$ cat src/rtl/alatch_pkg.sv
package alatch_pkg;
  typedef enum logic [1:0] {
    MODE_WRITE = 2'd0,
    MODE_HOLD  = 2'd1,
    MODE_DEMUX = 2'd2,
    MODE_CLEAR = 2'd3
  } mode_e;
endpackage

$ cat src/rtl/alatch_mode_dec.sv
module alatch_mode_dec
  import alatch_pkg::*;
(
  input  logic  le_n,
  input  logic  clr_n,
  output mode_e mode
);
  // the two active-low controls select one of four modes
  always_comb begin
    unique case ({le_n, clr_n})
      2'b01:   mode = MODE_WRITE;
      2'b11:   mode = MODE_HOLD;
      2'b00:   mode = MODE_DEMUX;
      default: mode = MODE_CLEAR;
    endcase
  end
endmodule

$ cat src/rtl/alatch_addr_dec.sv
module alatch_addr_dec #(
  parameter int N  = 8,
  parameter int AW = $clog2(N)
) (
  input  logic [AW-1:0] addr,
  output logic [N-1:0]  sel
);
  // binary address, bit 0 least significant
  for (genvar i = 0; i < N; i++) begin : g_sel
    assign sel[i] = (addr == AW'(i));
  end
endmodule

$ cat src/rtl/alatch_cell.sv
module alatch_cell
  import alatch_pkg::*;
(
  input  logic  clk,
  input  logic  rst_n,
  input  mode_e mode,
  input  logic  sel,
  input  logic  din,
  output logic  q_o
);
  logic st;
  logic nxt;

  always_comb begin
    unique case (mode)
      MODE_WRITE: nxt = sel ? din : st;
      MODE_HOLD:  nxt = st;
      MODE_DEMUX: nxt = sel & din;
      default:    nxt = 1'b0;
    endcase
  end

  // The output is transparent: it shows the value the flop will capture
  assign q_o = nxt;

  always_ff @(posedge clk or negedge rst_n) begin
    if (!rst_n) st <= 1'b0;
    else        st <= nxt;
  end

  p_unsel_keep_r3: assert property (@(posedge clk) disable iff (!rst_n)
    ($past(rst_n) && mode == MODE_WRITE && !sel) |-> (q_o == $past(q_o)));

  p_hold_keep_r4: assert property (@(posedge clk) disable iff (!rst_n)
    ($past(rst_n) && mode == MODE_HOLD) |-> (q_o == $past(q_o)));

  p_rise_keeps_r7: assert property (@(posedge clk) disable iff (!rst_n)
    ($past(rst_n) && $past(mode) == MODE_WRITE && $past(sel) && mode == MODE_HOLD)
      |-> (q_o == $past(din)));
endmodule

$ cat src/rtl/addr_latch_demux.sv
module addr_latch_demux
  import alatch_pkg::*;
#(
  parameter int N = 8
) (
  input  logic                 clk,
  input  logic                 rst_n,
  input  logic                 le_n,
  input  logic                 clr_n,
  input  logic [$clog2(N)-1:0] addr,
  input  logic                 din,
  output logic [N-1:0]         q
);
  localparam int AW = $clog2(N);

  mode_e        mode;
  logic [N-1:0] sel;

  alatch_mode_dec u_mode (
    .le_n  (le_n),
    .clr_n (clr_n),
    .mode  (mode)
  );

  alatch_addr_dec #(.N(N), .AW(AW)) u_dec (
    .addr (addr),
    .sel  (sel)
  );

  for (genvar i = 0; i < N; i++) begin : g_bit
    alatch_cell u_cell (
      .clk   (clk),
      .rst_n (rst_n),
      .mode  (mode),
      .sel   (sel[i]),
      .din   (din),
      .q_o   (q[i])
    );
  end

  // the output count must be a power of two
  initial begin
    p_pow2_r10: assert (N == (1 << AW));
  end

  p_addr_follow_r3: assert property (@(posedge clk) disable iff (!rst_n)
    (mode == MODE_WRITE) |-> (q[addr] == din));

  p_demux_onehot_r5: assert property (@(posedge clk) disable iff (!rst_n)
    (mode == MODE_DEMUX) |-> ($onehot0(q) && q[addr] == din));

  p_clear_zero_r6: assert property (@(posedge clk) disable iff (!rst_n)
    (mode == MODE_CLEAR) |-> (q == '0));

  p_demux_exit_r8: assert property (@(posedge clk) disable iff (!rst_n)
    ($past(rst_n) && $past(mode) == MODE_DEMUX && mode == MODE_HOLD)
      |-> ($countones(q) <= 1));
endmodule

$ cat config.mk
export PLATFORM = sky130hd
export DESIGN_NAME = addr_latch_demux
export DESIGN_NICKNAME = d
export VERILOG_FILES = /design/src/rtl/alatch_pkg.sv /design/src/rtl/alatch_mode_dec.sv /design/src/rtl/alatch_addr_dec.sv /design/src/rtl/alatch_cell.sv /design/src/rtl/addr_latch_demux.sv
export SDC_FILE = /design/constraint.sdc
export NUM_CORES = 1
export LEC_CHECK = 0
export BUFFER_PORTS_ARGS = -buffer_cell sky130_fd_sc_hd__buf_2
export CAP_MARGIN = 20
export CORE_MARGIN = 4
export CORE_UTILIZATION = 35
export DETAILED_ROUTE_END_ITERATION = 16
export PLACE_DENSITY = 0.65
export SYNTH_ARGS = -nofsm -noshare
export SYNTH_HDL_FRONTEND = slang
export SYNTH_SLANG_ARGS = --single-unit
$ cat constraint.sdc
create_clock -name clk -period 3.7 [get_ports clk]
set_input_delay 1.11 -clock clk [delete_from_list [all_inputs] [get_ports clk]]
set_output_delay 1.11 -clock clk [all_outputs]
set_load 0.02 [all_outputs]
# Yosys cells after proc, flatten, opt, wreduce, memory -nomap -nowiden
# Cells that the tools add are included.
[classes] n_eq_ne=11 bitwise=8 n_mux=17 reduce_logical=3
[ops] op="one-hot mux 1 bit (3 select lines)" count=8
[ops] op="equality test 3 bit (second input constant)" count=4
[ops] op="bitwise AND 1 bit" count=8
[ops] op="two-way mux 1 bit" count=8
[ops] op="equality test 3 x 2 -> 1 bit (second input constant)" count=2
[ops] op="one-hot mux 2 bit (3 select lines)" count=1
[ops] op="equality test 2 x 1 -> 1 bit (second input constant)" count=2
[ops] op="equality test 2 bit (second input constant)" count=2
[ops] op="zero test 2 bit" count=2
[ops] op="equality test 3 x 1 -> 1 bit (second input constant)" count=1
[ops] op="zero test 3 bit" count=1
[word_totals] out_inout_bits=8 reg_bits=8 input_bits=8 wordCells=47

# Longest topological paths before layout
[depth] word_depth=4 ltp_mapped=4 mapped_depth_nobuf=2

# By module
# A second synthesis with hierarchy kept.
[hier_totals] hier_cells=42 hier_area_um2=493.0
[modules_own_cells] module="alatch_cell" seq_area_each_um2=25.0 n_inst=8 area_each_um2=52.6 cells_each=4
[modules_own_cells] module="alatch_addr_dec" seq_area_each_um2=0.0 n_inst=1 area_each_um2=65.1 cells_each=8
[modules_own_cells] module="alatch_mode_dec" seq_area_each_um2=0.0 n_inst=1 area_each_um2=7.5 cells_each=2

# Worst setup path after synthesis
# OpenSTA, ideal clock, no wires.
[synth_path] path_type="input to output" start="in le_n" end="out q[1]" path_slack_ns=0.737 path_stages=3 arrival_time_ns=1.853 required_time_ns=2.590 path_cell_list="nor4b_1 -> mux2i_1 -> buf_4"
[synth_via] elab_chain_len=4 elab_cells_between_ends=8 classes_between="eq/ne (4); mux (2); reduce/logical (2)"
[synth_rtl] item="start: declaration" line="addr_latch_demux.sv:8" text="input logic le_n,"
[synth_rtl] item="equality test 2 bit (tied with other cells)" line="alatch_mode_dec.sv:10" text="unique case ({le_n, clr_n})"
[synth_rtl] item="one-hot mux 2 bit (3 select lines) (*)" line="alatch_mode_dec.sv:10"
[synth_rtl] item="equality test 2 bit (tied with other cells)" line="alatch_cell.sv:15" text="unique case (mode)"
[synth_rtl] item="one-hot mux 1 bit (3 select lines) (*)" line="alatch_cell.sv:15"
[synth_rtl] item="end: declaration" line="addr_latch_demux.sv:12" text="output logic [N-1:0] q"
# Every way passes the cells marked *; elsewhere a longest branch is shown, timed or not.

# Worst setup path after layout
[layout_path] start="in le_n" end="out q[4]"
# Same word-level chain as after synthesis.

==> flow_summary.ini <==
[global_route]
grt_usage_pct = 9.73
grt_overflow = 0
grt_pass1_wl_um = 1350
grt_max_degree = 9
antenna_found_initial = 0
grt_pass1_vias = 284

[floorplan]
io_pins = 16
start_util_pct = 39.0
fp.dieW_um = 44.1
dieArea_sq_um = 1950
core.rowCount = 12
fp.dieH_um = 44.1
core_sq_um = 1170

[timing]
fin_crit_sh_pct = 86.7
fin_crit_ps = 3210
relSlewSlack_pct = 76.5
hold_viol = 0
setup_viol = 0
finalSetupTns_ps = 0
max_freq_mhz = 312
drv_slew = 0
worstMarginPinSlew_ps = 348
fin_ws_ps = 494
rsz0062_at_grt = no
fin_skew_ps = 0

[clocking]
numCtsBuffers = 3
numClockSinks = 8
postCtsHoldBufs = 0
clk_latency_ps = 250
htreeDepth = 1
cts_resized = 0
post_cts_buffers = 0
clockBufferDepth = 2
cts_tree = done
cts_root_buf = clkbuf_4
clkSlewWorstSetupHoldPaths_ps = 50

[cells_and_area]
regMostFlops = g_bit.u_cell.st
drive_gt1_share_pct = 35.3
final_cell_mix = buf_2, nand2_1, mux2i_1, dfrtp_1
top_regs = g_bit.u_cell.st (8)
area_growth_pct = 11.2
fin_nets = 61
fin_util_pct = 43.4
final_cells = 65
final_common_cell = buf_2
largest_reg_flops = 8
antennaDiodeCount = 0

[hold_path]
whs_endpoint = g_bit[2].u_cell.st$_DFF_PN0_
hold_path.class = flip-flop to flip-flop
hold_depth = 2
hold_start = g_bit[2].u_cell.st$_DFF_PN0_

[drt]
via_per_inst = 4.71
postRouteAntennaNets = 0
drc = 0
wl_um = 780
first_pass_iters = 3
detail_route.wl_per_cell_um = 12.0
drt_iter0_drc = 1
dr_total_vias = 306

[critical_path]
path_max_fanout = 8
cp_common_cell = buf_2
rr_worst_depth = 2
cp-end-kind = output port
r2r_slack_ps = 3070
critPathRequiredTime_ps = 2590
cp_top_family = simple AND/OR/NAND/NOR gates
cp_num_buf_inv = 2
path_class = input pin to output port
worstSetupStartpoint = le_n
critPathMaxStageDelay_ps = 380
arrival_ps = 2100
path_cells = buf_2, nor4b_1, mux2i_1, buf_2
start_kind = input pin
cp_slowest_cell = nor4b_1
rr_startpoint = g_bit[3].u_cell.st$_DFF_PN0_
r2r_end = g_bit[3].u_cell.st$_DFF_PN0_

[place]
place_congestion = 0.643
io_buffers = 15
dp_slack_ps = 477
dpl.cell_count = 62

[power]
power.leakage_nw = 0.258
irDropWorstVdd_mv = 0.236
total_power_uw = 181
power_per_cell_area_nw_per_um2 = 356

[logic_synthesis]
synth-seq-cells = 8
syn_area_per_cell_sq_um = 10.9
ys_seq_area_share_pct = 43.8
syn_nets = 50
netlist_instances = 42
synth_area_sq_um = 457
synth_cell_types = 10
ys_warn_count = 0

[run]
maxCapViolations = 0

[outcome]
status = finished, final reports clean
## cells by family (layout without fill, tap and decap cells)
family        Yosys count  count (layout)  synth area share, %
buf+inv                10              19                 14.8
flops                   8               8                 43.8
mux                     8               8                 17.5
simple gates           16              16                 23.8
## cell usage after synthesis
| cell | number | area (sq um) |
|---|---|---|
| clkbuf_1 | 1 | 3.75 |
| buf_4 | 8 | 60.1 |
| nand2_1 | 8 | 30.0 |
| and4bb_1 | 3 | 37.5 |
| mux2i_1 | 8 | 80.1 |
| nor4_1 | 1 | 6.26 |
| inv_1 | 1 | 3.75 |
| nand4b_1 | 1 | 8.76 |
| dfrtp_1 | 8 | 200 |
| nor4b_1 | 3 | 26.3 |
## power by group
group	leakage [nW]	switching (mW)	internal, mW
Sequential	0.110	0.000657	0.0906
Combinational	0.135	0.0160	0.00970
Clock	0.0138	0.0271	0.0369
## worst reg2reg max path, delay by kind of cell (launching register included)
kind             cells  cell delay (ps)
and+or+nand+nor      1               60
DFF                  1              350
muxes                1               80
## per-stage QoR
stage | instance area (sq um) | hold slack [ps]
6_report | 508 | 530
5_1_grt | 508 | 559
4_1_cts | 508 | 535
3_5_place_dp | 485 | 525
3_3_place_gp | 485 | 517
2_1_floorplan | 457 | 510
## layout make-up
class	instances	area, sq um
inverters	1	3.75
clock buffers	3	22.5
flip-flops and latches	8	200
multi-input cells	24	189
fillers	116	663
repair buffers	15	75.1
well taps	14	17.5
## how the worst max path moves through the flow
stage	end	slack, ps	cells after the start
floorplan	q[1]	740	3
global placement	q[4]	470	4
detailed placement	q[4]	480	4
CTS	q[4]	470	4
global route	q[4]	390	4
finish	q[4]	490	4
## layer usage
| metal | track usage [%] | routed length (um) | vias up |
|---|---|---|---|
| li1 | - | - | 159 |
| met1 | 14.7 | 403 | 131 |
| met2 | 10.5 | 281 | 12 |
| met3 | 2.44 | 66 | 4 |
| met4 | 9.04 | 28 | 0 |
| met5 | 0 | 0 | - |
No activity file was read; power rests on OpenSTA's default activity.
